[config.mk]
export PLATFORM = sky130hd
export DESIGN_NAME = fan_pwm_core
export DESIGN_NICKNAME = d
export VERILOG_FILES = /design/src/rtl/fan_pwm_pkg.sv /design/src/rtl/fan_sel_map.sv /design/src/rtl/fan_timebase.sv /design/src/rtl/fan_cmp.sv /design/src/rtl/fan_pwm_core.sv
export SDC_FILE = /design/constraint.sdc
export NUM_CORES = 1
export LEC_CHECK = 0
export BUFFER_PORTS_ARGS = -buffer_cell sky130_fd_sc_hd__buf_2
export CORE_AREA = 10 10 142 144
export DETAILED_ROUTE_END_ITERATION = 8
export DIE_AREA = 0 0 152 154
export HOLD_SLACK_MARGIN = 0.1
export SYNTH_ARGS = -nofsm -noshare
export SYNTH_HDL_FRONTEND = slang
export SYNTH_SLANG_ARGS = --single-unit
[constraint.sdc]
create_clock -name clk -period 2 [get_ports clk]
set_input_delay 0.4 -clock clk [delete_from_list [all_inputs] [get_ports clk]]
set_output_delay 0.4 -clock clk [all_outputs]
set_load 0.01 [all_outputs]
[src/rtl/fan_pwm_pkg.sv]
package fan_pwm_pkg;
    localparam int DEF_IN_W   = 8;
    localparam int DEF_CNT_W  = 8;
    localparam int DEF_WIN_LO = 77;
    localparam int DEF_WIN_HI = 179;

    typedef enum logic {
        RAMP_SAW = 1'b0,
        RAMP_TRI = 1'b1
    } ramp_e;
endpackage

[src/rtl/fan_sel_map.sv]
module fan_sel_map #(
    parameter int IN_W   = fan_pwm_pkg::DEF_IN_W,
    parameter int CNT_W  = fan_pwm_pkg::DEF_CNT_W,
    parameter int WIN_LO = fan_pwm_pkg::DEF_WIN_LO,
    parameter int WIN_HI = fan_pwm_pkg::DEF_WIN_HI
) (
    input  logic [IN_W-1:0]  ctl_a,
    input  logic [IN_W-1:0]  ctl_b,
    output logic [CNT_W:0]   duty
);
    localparam int PROD_W = IN_W + CNT_W + 1;
    localparam int SPAN   = WIN_HI - WIN_LO;
    localparam logic [CNT_W:0] FULL = (CNT_W+1)'(1) << CNT_W;

    logic [IN_W-1:0]   hot_v;
    logic [IN_W-1:0]   above_lo;
    logic [PROD_W-1:0] scaled;
    logic [PROD_W-1:0] quo;

    always_comb begin
        hot_v    = (ctl_a > ctl_b) ? ctl_a : ctl_b;
        above_lo = hot_v - IN_W'(WIN_LO);
        scaled   = PROD_W'(above_lo) << CNT_W;
        quo      = scaled / PROD_W'(SPAN);
        if (hot_v <= IN_W'(WIN_LO)) begin
            duty = '0;
        end else if (hot_v >= IN_W'(WIN_HI)) begin
            duty = FULL;
        end else begin
            duty = quo[CNT_W:0];
        end
    end
endmodule

[src/rtl/fan_timebase.sv]
module fan_timebase #(
    parameter int                 CNT_W = fan_pwm_pkg::DEF_CNT_W,
    parameter fan_pwm_pkg::ramp_e RAMP  = fan_pwm_pkg::RAMP_SAW
) (
    input  logic             clk,
    input  logic             rst_n,
    input  logic             tick,
    input  logic             en,
    output logic [CNT_W-1:0] phase,
    output logic             wrap
);
    localparam logic [CNT_W-1:0] CNT_MAX = '1;

    typedef struct packed {
        logic [CNT_W-1:0] cnt;
    } tb_state_t;

    tb_state_t st_d, st_q;

    always_comb begin
        st_d = st_q;
        if (!en) begin
            st_d.cnt = '0;
        end else if (tick) begin
            st_d.cnt = st_q.cnt + 1'b1;
        end
    end

    always_ff @(posedge clk or negedge rst_n) begin
        if (!rst_n) begin
            st_q <= '0;
        end else begin
            st_q <= st_d;
        end
    end

    assign wrap = en && tick && (st_q.cnt == CNT_MAX);

    generate
        if (RAMP == fan_pwm_pkg::RAMP_TRI) begin : g_tri
            always_comb begin
                if (!st_q.cnt[CNT_W-1]) begin
                    phase = {st_q.cnt[CNT_W-2:0], 1'b0};
                end else begin
                    phase = {~st_q.cnt[CNT_W-2:0], 1'b1};
                end
            end
        end else begin : g_saw
            assign phase = st_q.cnt;
        end
    endgenerate

    assert_hold_zero_R7: assert property (@(posedge clk) disable iff (!rst_n)
        !en |=> (st_q.cnt == '0));
    assert_step_R5: assert property (@(posedge clk) disable iff (!rst_n)
        (en && tick) |=> (st_q.cnt == CNT_W'($past(st_q.cnt) + 1'b1)));
    assert_idle_R5: assert property (@(posedge clk) disable iff (!rst_n)
        (en && !tick) |=> $stable(st_q.cnt));
endmodule

[src/rtl/fan_cmp.sv]
module fan_cmp #(
    parameter int CNT_W = fan_pwm_pkg::DEF_CNT_W
) (
    input  logic             clk,
    input  logic             rst_n,
    input  logic             en,
    input  logic             wrap,
    input  logic [CNT_W:0]   duty_in,
    input  logic             force_in,
    input  logic [CNT_W-1:0] phase,
    output logic             pwm
);
    localparam logic [CNT_W:0] FULL = (CNT_W+1)'(1) << CNT_W;

    typedef struct packed {
        logic [CNT_W:0] duty;
        logic           frc;
    } cmp_state_t;

    cmp_state_t st_d, st_q;

    always_comb begin
        st_d = st_q;
        if (wrap || !en) begin
            st_d.duty = duty_in;
            st_d.frc  = force_in;
        end
    end

    always_ff @(posedge clk or negedge rst_n) begin
        if (!rst_n) begin
            st_q <= '0;
        end else begin
            st_q <= st_d;
        end
    end

    assign pwm = en && (st_q.frc || ({1'b0, phase} < st_q.duty));

    assert_duty_hold_R8: assert property (@(posedge clk) disable iff (!rst_n)
        (en && !wrap) |=> ($stable(st_q.duty) && $stable(st_q.frc)));
    assert_full_high_R3: assert property (@(posedge clk) disable iff (!rst_n)
        (en && st_q.duty == FULL) |-> pwm);
    assert_duty_range_R4: assert property (@(posedge clk) disable iff (!rst_n)
        st_q.duty <= FULL);
endmodule

[src/rtl/fan_pwm_core.sv]
module fan_pwm_core #(
    parameter int                 IN_W   = fan_pwm_pkg::DEF_IN_W,
    parameter int                 CNT_W  = fan_pwm_pkg::DEF_CNT_W,
    parameter int                 WIN_LO = fan_pwm_pkg::DEF_WIN_LO,
    parameter int                 WIN_HI = fan_pwm_pkg::DEF_WIN_HI,
    parameter fan_pwm_pkg::ramp_e RAMP   = fan_pwm_pkg::RAMP_SAW
) (
    input  logic            clk,
    input  logic            rst_n,
    input  logic            tick,
    input  logic            en,
    input  logic            force_hi,
    input  logic [IN_W-1:0] ctl_a,
    input  logic [IN_W-1:0] ctl_b,
    output logic            pwm_out,
    output logic            period_done
);
    logic [CNT_W:0]   duty_w;
    logic [CNT_W-1:0] phase_w;
    logic             wrap_w;

    fan_sel_map #(
        .IN_W(IN_W), .CNT_W(CNT_W), .WIN_LO(WIN_LO), .WIN_HI(WIN_HI)
    ) u_map (
        .ctl_a(ctl_a), .ctl_b(ctl_b), .duty(duty_w)
    );

    fan_timebase #(.CNT_W(CNT_W), .RAMP(RAMP)) u_tb (
        .clk(clk), .rst_n(rst_n), .tick(tick), .en(en),
        .phase(phase_w), .wrap(wrap_w)
    );

    fan_cmp #(.CNT_W(CNT_W)) u_cmp (
        .clk(clk), .rst_n(rst_n), .en(en), .wrap(wrap_w),
        .duty_in(duty_w), .force_in(force_hi), .phase(phase_w),
        .pwm(pwm_out)
    );

    assign period_done = wrap_w;

    assert_strobe_single_R6: assert property (@(posedge clk) disable iff (!rst_n)
        period_done |=> !period_done);
    assert_strobe_on_tick_R6: assert property (@(posedge clk) disable iff (!rst_n)
        period_done |-> (tick && en));
endmodule

# After elaboration in Yosys (flattened, before gate mapping)
# Index checks and enable logic that the tools add are counted.
# W data, S select, Z words.
# classes
n_addsub	2
div_mod_pow	1
magnitude_cmp	4
n_eq_ne	2
muxes	5
n_reduce_logical	6
# op_table
operator	count
$mux W8	3
$mux W9	2
$div A16 B7 Y17 const B	1
$lt A8 B9 Y1	1
$add A8 B1 Y8 const B	1
$eq A8 B8 Y1 const B	1
$ge A8 B8 Y1 const B	1
$gt A8 B8 Y1	1
$le A8 B7 Y1 const B	1
$sub A8 B7 Y8 const B	1
$logic_and A1 B1 Y1	3
$logic_or A1 B1 Y1	2
$ne A2 B2 Y1 const B	1
$logic_not A1 Y1	1
# totals
ff_bits	18
inputBits	21
wordCells	23

# Longest topological paths before layout
# Gate-level depths: netlist of the first run.
# depth
word_depth	6
ltp_mapped	69
ltp_nobuf	57

# Cells and area by module
# From an unflattened synthesis of the first run, not the netlist that was laid out.
# hier_totals
hier_cells	781
area_unflattened_um2	5566.6
# modules_own_cells
mod	instances	cells_each	area_per_inst_um2	seq_area_each_um2
fan_sel_map	1	686	4601.9	0.0
fan_cmp	1	57	560.5	250.2
fan_timebase	1	38	404.1	200.2

# Least setup slack after synthesis of the first run
# OpenSTA, ideal clock, no wires.
# synth_path
path_kind	input -> register
start	input port ctl_b[7]
end	register u_cmp.st_q[1] in the netlist's numbering
arrival_ns	13.325
path_slack_ns	-11.455
cell_stages	67
n_path_buf	12
cell_sequence	clkbuf_1 > inv_1 > ha_1 > nand4_1 > nor2_1 > a211o_1 > nand2_1 > clkbuf_1 > clkbuf_1 > nand2_1 > o21ai_0 > ha_1 > clkbuf_1 > nand3_1 > nor2b_1 > o31ai_2 > a2111oi_1 > a211oi_2 > (+31 left out) > o32a_1 > o2111a_1 > and3_4 > or2_1 > buf_6 > nand4_1 > a21boi_4 > nand4_4 > buf_4 > xnor2_1 > ha_1 > a211oi_1 > mux2i_2 > nand4b_2 > o22ai_1 > xnor2_1 > or4_1 > o41a_1
# synth_via
elab_chain_len	6
# synth_lines
item	line_no	text
start, declared	fan_pwm_core.sv:14	input logic [IN_W-1:0] ctl_b,
$gt A8 B8 Y1	fan_sel_map.sv:21	hot_v = (ctl_a > ctl_b) ? ctl_a : ctl_b;
$mux W8 *	fan_sel_map.sv:21	
$sub A8 B7 Y8	fan_sel_map.sv:22	above_lo = hot_v - IN_W'(WIN_LO);
$div A16 B7 Y17	fan_sel_map.sv:24	quo = scaled / PROD_W'(SPAN);
$mux W9	fan_sel_map.sv:27	end else if (hot_v >= IN_W'(WIN_HI)) begin
$mux W9 *	fan_sel_map.sv:25	if (hot_v <= IN_W'(WIN_LO)) begin
end signal, assigned	fan_cmp.sv:34	st_q <= st_d;
end, declared	fan_cmp.sv:20	cmp_state_t st_d, st_q;
# Mark *: on every way between the ends. The rest lies on a longest branch, timed or not.
# A chain may end at the register's enable or synchronous reset.

# Final worst setup path of the first run
# layout_path
start	input port ctl_b[1]
end	register u_cmp.st_q[1] in the netlist's numbering
# The elaborated chain is that of the path after synthesis.

==> results of run 1 <==
metal layers:
layer / track usage / routed length [um] / up-vias
li1: - / - / 4228
met1: 0.2539 / 11040 / 4187
met2: 0.3393 / 12540 / 385
met3: 0.01674 / 1516 / 77
met4: 0.06006 / 816 / 0
met5: 0 / 0 / -
registers in the layout (all words and copies together) (netlist names):
register,cells
u_cmp.st_q,10
u_tb.phase,8
kinds of logic after synthesis:
logic type | synth area share
AOI/OAI and AO/OA | 0.4193
and+or+nand+nor | 0.2899
buffers and inverters | 0.06772
xor gates and xnor gates | 0.06143
adders and majority gates | 0.04866
muxes | 0.03994
DFF | 0.07299
layout by cell type, fill, tap and decap left out, types with 8 or more instances in the layout:
master    Yosys  routed
a21o_1       13      11
o211ai_1     14      14
nor3_1       35      30
xnor2_1      31      27
a21boi_0      8       8
nand2_1      77      74
o22ai_1      10       8
a21oi_1      65      57
and2_1       14      13
a31oi_1      17      17
inv_1        34      27
o21ai_1      12      20
o31ai_1      10      10
nand4_1      16      16
ha_1         24      11
a21oi_2       3      10
o21ai_0      51      39
buf_6         3      21
nor4_1       13      11
ha_4          0      12
nand3_1      34      31
nor2_1       79      71
o21a_1       14      14
dfrtp_1      18      18
buf_2        22      13
buf_4         2     409
mux2i_1      15      15
or3_1        11      11
nor2b_1      12      10
worst max path at each step:
stage	startpoint	endpoint	slack, ns
6_report	ctl_b[1]	u_cmp.st_q[1]$_DFFE_PN0P_	-7.87
5_1_grt	ctl_b[4]	u_cmp.st_q[1]$_DFFE_PN0P_	-8.36
4_1_cts	ctl_a[7]	u_cmp.st_q[1]$_DFFE_PN0P_	-7.77
3_5_place_dp	ctl_b[5]	u_cmp.st_q[1]$_DFFE_PN0P_	-8.29
3_3_place_gp	ctl_b[4]	u_cmp.st_q[1]$_DFFE_PN0P_	-7.90
2_1_floorplan	ctl_b[7]	u_cmp.st_q[1]$_DFFE_PN0P_	-9.35
stage by stage:
step	std cells	hold WS, ns
CTS	1500	0.3936
floorplan	895	0.1044
finish	1517	0.3935
global placement	1446	0.3510
global route	1517	0.4049
detailed placement	1446	0.3524
what timing repair did:
item                                    in CTS  in global routing
hold endpoints to repair                    18                  0
gates resized for setup                     68                 48
gates cloned                                 1                  0
endpoints found under the setup margin      10                 12
pin swaps                                   52                 40
buffers inserted                            51                 22
hold buffers                                 1                  0
layout make-up:
class / count / area (um^2) / share of cell area
Timing Repair Buffer: 450 / 3490 / 0.3364
Tap cell: 225 / 281.5 / 0.02714
Multi-Input combinational cell: 781 / 5893 / 0.5682
Sequential cell: 18 / 450.4 / 0.04343
Inverter: 39 / 168.9 / 0.01628
Clock buffer: 4 / 88.84 / 0.008565
==> impl_metrics.py, run 1 <==
metrics = {
    "yosys": {
        "synth.avg_cell_area_um2": 6.895,
        "synth_cell_types": 106,
        "synthTopCellsByArea": "dfrtp_1 7.3%, a21oi_1 5.3%, ha_1 4.9%, nor2_1 4.8%, nand2_1 4.7%",
        "synth_area_mm2": 0.006171,
        "yosysTopAreaCellShare": 0.07299,
        "netlist_instances": 895,
        "synth_edf_count": 0,
        "synth.most_common_cell": "nor2_1",
        "synth-seq-cells": 18,
        "ys_seq_area_frac": 0.07299,
        "synth_fp_nets": 940,
        "yosysTopAreaCell": "dfrtp_1",
        "synthFlopType": "dfrtp_1",
        "synth_commonest_cells": "79 x nor2_1, 77 x nand2_1, 65 x a21oi_1",
        "yosysWarningCount": 0,
        "ys_async_sr_fraction": 1.000,
    },
    "worst_setup_path": {
        "cp_common_cell": "ha_4",
        "r2r_end": "u_cmp.st_q[1]$_DFFE_PN0P_",
        "r2r_cells": 10,
        "cp.required_ns": 2.12,
        "worst_setup_path_start_kind": "primary input",
        "worstPathArrival_ns": 9.99,
        "end_kind": "register",
        "cp_num_cells": 58,
        "critPathTopFamily": "compound AO/OA/AOI/OAI gates",
        "cpPeakStageDelay_ns": 0.40,
        "critical_path.max_fanout": 6,
        "rrSetupSlack_ns": -0.29,
        "crit_slowest_cell": "o41a_1",
        "path_class": "in2reg",
        "path_buf_inv": 7,
        "worstReg2RegStart": "u_tb.phase[1]$_DFFE_PN0P_",
    },
    "placed_design": {
        "place_congestion": 0.9335,
        "io_buffers": 22,
        "dpl_cell_area_mm2": 0.009244,
        "pre_cts_slack_ns": -8.290,
        "dpl.hpwl_mm": 19.35,
    },
    "die": {
        "core-area_mm2": 0.01718,
        "die_w_um": 152,
        "dieArea_mm2": 0.02341,
        "die_h_um": 154,
        "ios": 23,
        "rows": 48,
        "initial_utilization": 0.3593,
    },
    "detailed_routing": {
        "vias": 8877,
        "dr.first_iter.drc_count": 832,
        "vias_per_cell": 5.852,
        "wirelength_mm": 25.91,
        "antenna_left": 0,
        "drc": 0,
        "routedWlPerCell_um": 17.08,
        "drt-pass1-iter-count": 6,
    },
    "global_route": {
        "overflow": 0,
        "grt_max_degree": 28,
        "antenna_found_initial": 0,
        "grt_use_total": 0.1970,
        "grt_pass1_vias": 8397,
        "grt_first_pass_wirelength_mm": 40.97,
    },
    "sta": {
        "finClkSkew_ns": 0.003830,
        "finalMaxSlewViolations": 0,
        "setup_viol": 10,
        "fin_crit_sh": 4.935,
        "max_freq_mhz": 101.3,
        "setup_ws_ns": -7.869,
        "hold_violations": 0,
        "tightest_slew_ns": 0.6353,
        "min_period_ns": 9.869,
        "relSlewSlack": 0.5720,
        "rsz0062_at_grt": "yes",
        "fin_setup_tns_ns": -44.57,
    },
    "finish": {
        "layout-drive-gt1-share": 0.4683,
        "diodes": 0,
        "final_core_util": 0.6039,
        "syn2layout_area_growth_pct": 68.09,
        "nets": 1338,
        "final_cell_area_mm2": 0.01037,
        "fill_cells": 1480,
    },
    "clocking": {
        "h-tree-depth": 1,
        "clk_pin_slew_ns": 0.05,
        "cts_buffers": 3,
        "worstSkewPairLatency_ns": 0.25,
        "root_buffer": "clkbuf_16",
        "numClockSinks": 18,
        "cts_tree": "built",
        "cts_buffer_depth": 2,
    },
    "min_path": {
        "hp-class": "in2reg",
        "worstHoldPathCells": 2,
        "min_from": "force_hi",
        "hold_end": "u_cmp.st_q[0]$_DFFE_PN0P_",
    },
    "outcome": {
        "violations": "setup timing",
        "status": "finished with violations",
    },
    "job": {
        "max_cap_viol_count": 0,
    },
}
Power of run 1 is left out: the tool's default activity adds up to more than one toggle a clock period on the data nets, which glitch-free logic cannot reach.
==> run 2, diff against run 1 <==
--- a/config.mk
+++ b/config.mk
@@ -6,10 +6,13 @@
 export NUM_CORES = 1
 export LEC_CHECK = 0
 export BUFFER_PORTS_ARGS = -buffer_cell sky130_fd_sc_hd__buf_2
-export CORE_AREA = 10 10 142 144
+export CAP_MARGIN = 20
+export CORE_AREA = 10 10 136 138
 export DETAILED_ROUTE_END_ITERATION = 8
-export DIE_AREA = 0 0 152 154
+export DIE_AREA = 0 0 146 148
 export HOLD_SLACK_MARGIN = 0.1
+export SETUP_SLACK_MARGIN = 0.15
 export SYNTH_ARGS = -nofsm -noshare
 export SYNTH_HDL_FRONTEND = slang
+export SYNTH_HIERARCHICAL = 1
 export SYNTH_SLANG_ARGS = --single-unit
==> run 2 against run 1 <==
  * The run still ends with setup timing left
  * Worst setup slack worse by 0.042 ns
  * Non-clock buffer count decreased by 28
  * Final cell count is 9.0% lower
  * Count of clock-buffer cells in the layout is the same
  * Critical path depth decreased by 5
  * Worst hold slack got worse by 0.0064 ns
  * Routed wire length is 10% lower
  * Synthesized cell count decreased by 13%
==> impl_metrics.py, run 2 <==
metrics = {
    "outcome": {
        "status": "finished with violations",
        "violations": "setup timing",
    },
    "worst_setup_path": {
        "worst_setup_path_start_kind": "primary input",
        "critPathTopFamily": "compound AO/OA/AOI/OAI gates",
        "worstPathArrival_ns": 10.05,
        "end_kind": "register",
        "cp.required_ns": 2.14,
        "cp_common_cell": "ha_4",
        "path_class": "in2reg",
        "crit_slowest_cell": "o41a_1",
        "cpPeakStageDelay_ns": 0.49,
        "critical_path.max_fanout": 4,
        "rrSetupSlack_ns": 0.35,
        "path_buf_inv": 12,
    },
    "sta": {
        "setup_ws_ns": -7.911,
        "tightest_slew_ns": 0.4943,
        "fin_crit_sh": 4.956,
        "setup_viol": 10,
        "relSlewSlack": 0.6619,
        "max_freq_mhz": 100.9,
        "finClkSkew_ns": 0.002785,
        "min_period_ns": 9.911,
        "finalMaxSlewViolations": 0,
        "rsz0062_at_grt": "yes",
        "hold_violations": 0,
        "holdWs_ns": 0.3871,
        "fin_setup_tns_ns": -49.21,
    },
    "yosys": {
        "yosysTopAreaCell": "dfrtp_1",
        "synth_area_mm2": 0.005567,
        "synth_fp_nets": 826,
        "yosysTopAreaCellShare": 0.08092,
        "ys_seq_area_frac": 0.08092,
        "synth_cell_types": 110,
        "synth-seq-cells": 18,
        "yosysWarningCount": 6,
        "netlist_instances": 781,
        "synth_edf_count": 0,
        "synth.avg_cell_area_um2": 7.128,
        "ys_async_sr_fraction": 1.000,
        "synth_commonest_cells": "70 x nand2_1, 63 x nor2_1, 56 x o21ai_0",
        "synthTopCellsByArea": "dfrtp_1 8.1%, ha_1 5.4%, o21ai_0 5.0%, a21oi_1 4.9%, nand2_1 4.7%",
        "synthFlopType": "dfrtp_1",
        "synth.most_common_cell": "nand2_1",
    },
    "global_route": {
        "use_met2": 0.3366,
        "overflow": 0,
        "grt_first_pass_wirelength_mm": 34.84,
        "grt_max_degree": 21,
        "grt_util_met1": 0.2294,
        "antenna_found_initial": 0,
        "grt_use_total": 0.1821,
        "grt_busiest_layer": "met2",
        "met3_usage": 0.008852,
        "grt_pass1_vias": 7335,
    },
    "finish": {
        "diodes": 0,
        "nets": 1210,
        "instances_no_fill": 1380,
        "final_common_cell": "buf_4",
        "fill_cells": 1245,
        "largest_register_ffs": 10,
        "regArea_um2": 450.4,
        "mostFrequentLayoutCells": "352 x buf_4, 65 x nand2_1, 52 x nor2_1, 49 x a21oi_1, 47 x buf_6",
        "largest_register": "u_cmp/st_q",
        "multiInputGateArea_mm2": 0.005517,
        "layout-drive-gt1-share": 0.5180,
        "syn2layout_area_growth_pct": 78.44,
        "final_core_util": 0.6322,
    },
    "die": {
        "initial_utilization": 0.3543,
        "core-area_mm2": 0.01571,
        "rows": 46,
        "ios": 23,
        "die_h_um": 148,
        "die_w_um": 146,
        "dieArea_mm2": 0.02161,
    },
    "clocking": {
        "cts_tree": "built",
        "h-tree-depth": 1,
        "root_buffer": "clkbuf_16",
        "clk_pin_slew_ns": 0.05,
        "cts_buffers": 3,
        "worstSkewPairLatency_ns": 0.25,
        "cts_buffer_depth": 2,
        "numClockSinks": 18,
    },
    "placed_design": {
        "place_congestion": 0.9350,
        "dpl.hpwl_mm": 15.73,
        "io_buffers": 22,
        "dp_cells": 1288,
    },
    "job": {
        "max_cap_viol_count": 0,
    },
    "detailed_routing": {
        "vias": 7891,
        "vias_per_cell": 5.718,
        "drt-pass1-iter-count": 5,
        "routedWlPerCell_um": 16.84,
        "dr.first_iter.drc_count": 636,
        "drc": 0,
        "antenna_left": 0,
        "wirelength_mm": 23.24,
    },
    "min_path": {
        "hp-class": "in2reg",
    },
}
[run 2: cell count changes in the layout (fill, tap and decap cells not counted), moves of 7 or more]
cell     change
xnor2_1     -12
nand2_1      -9
a21oi_1      -8
a31oi_1      -9
inv_1       -11
a21o_1       -7
buf_4       -57
nor2_1      -19
buf_6       +26
o21a_1      -10
nor4_1       -8
nor2b_1      -8
nand3_1      -7
[run 2: path summary, 6_finish.rpt]
path                            depth (start not counted)                       from                        end
max in group asynchronous                               2                      rst_n  u_tb/phase[4]$_DFFE_PN0P_
worst max-delay path                                   53                   ctl_b[5]  u_cmp/st_q[1]$_DFFE_PN0P_
worst max register to register                          6  u_tb/phase[1]$_DFFE_PN0P_  u_cmp/st_q[0]$_DFFE_PN0P_
min in group asynchronous                               2                      rst_n  u_tb/phase[2]$_DFFE_PN0P_
worst min register to register                          1  u_cmp/st_q[1]$_DFFE_PN0P_  u_cmp/st_q[1]$_DFFE_PN0P_
worst min-delay path                                    2                   force_hi  u_cmp/st_q[0]$_DFFE_PN0P_
[run 2: routing by layer]
layer,wire (um),vias up,part of all wire
met2,12070,258,0.52
met1,9695,3803,0.42
met4,540,0,0.023
met3,930,47,0.040
met5,0,-,0
li1,-,3783,-
[run 2: metrics by stage]
step / setup slack, ns / area, um^2
2_1_floorplan: -8.663 / 6116
3_3_place_gp: -7.973 / 8526
3_5_place_dp: -8.090 / 8526
4_1_cts: -7.583 / 9429
5_1_grt: -8.272 / 9933
6_report: -7.911 / 9933
[run 2: kinds of logic (layout without fill, tap and decap cells)]
logic type	Yosys count	in the layout	share of synthesized area
compound gates	300	300	0.4041
buf+inv	78	461	0.06473
xor+xnor	26	26	0.04338
fa+ha+maj	24	24	0.05395
flops	18	18	0.08092
mux	29	29	0.06024
simple gates	306	306	0.2927
[run 2: layout make-up]
type / instances / share of cell area
well taps: 216 / 0.02721
clock buffers: 4 / 0.008943
repair buffers: 422 / 0.3455
flip-flops and latches: 18 / 0.04535
inverters: 35 / 0.01763
multi-input cells: 685 / 0.5554
[run 2: repair_timing]
action | CTS | global route
gates cloned | 0 | 1
gates resized for setup | 86 | 67
setup endpoints to repair | 10 | 12
hold endpoints to repair | 18 | 0
pin swaps | 47 | 34
setup buffers | 55 | 31
hold buffers | 1 | 0
Power of run 2 is left out for the same reason.
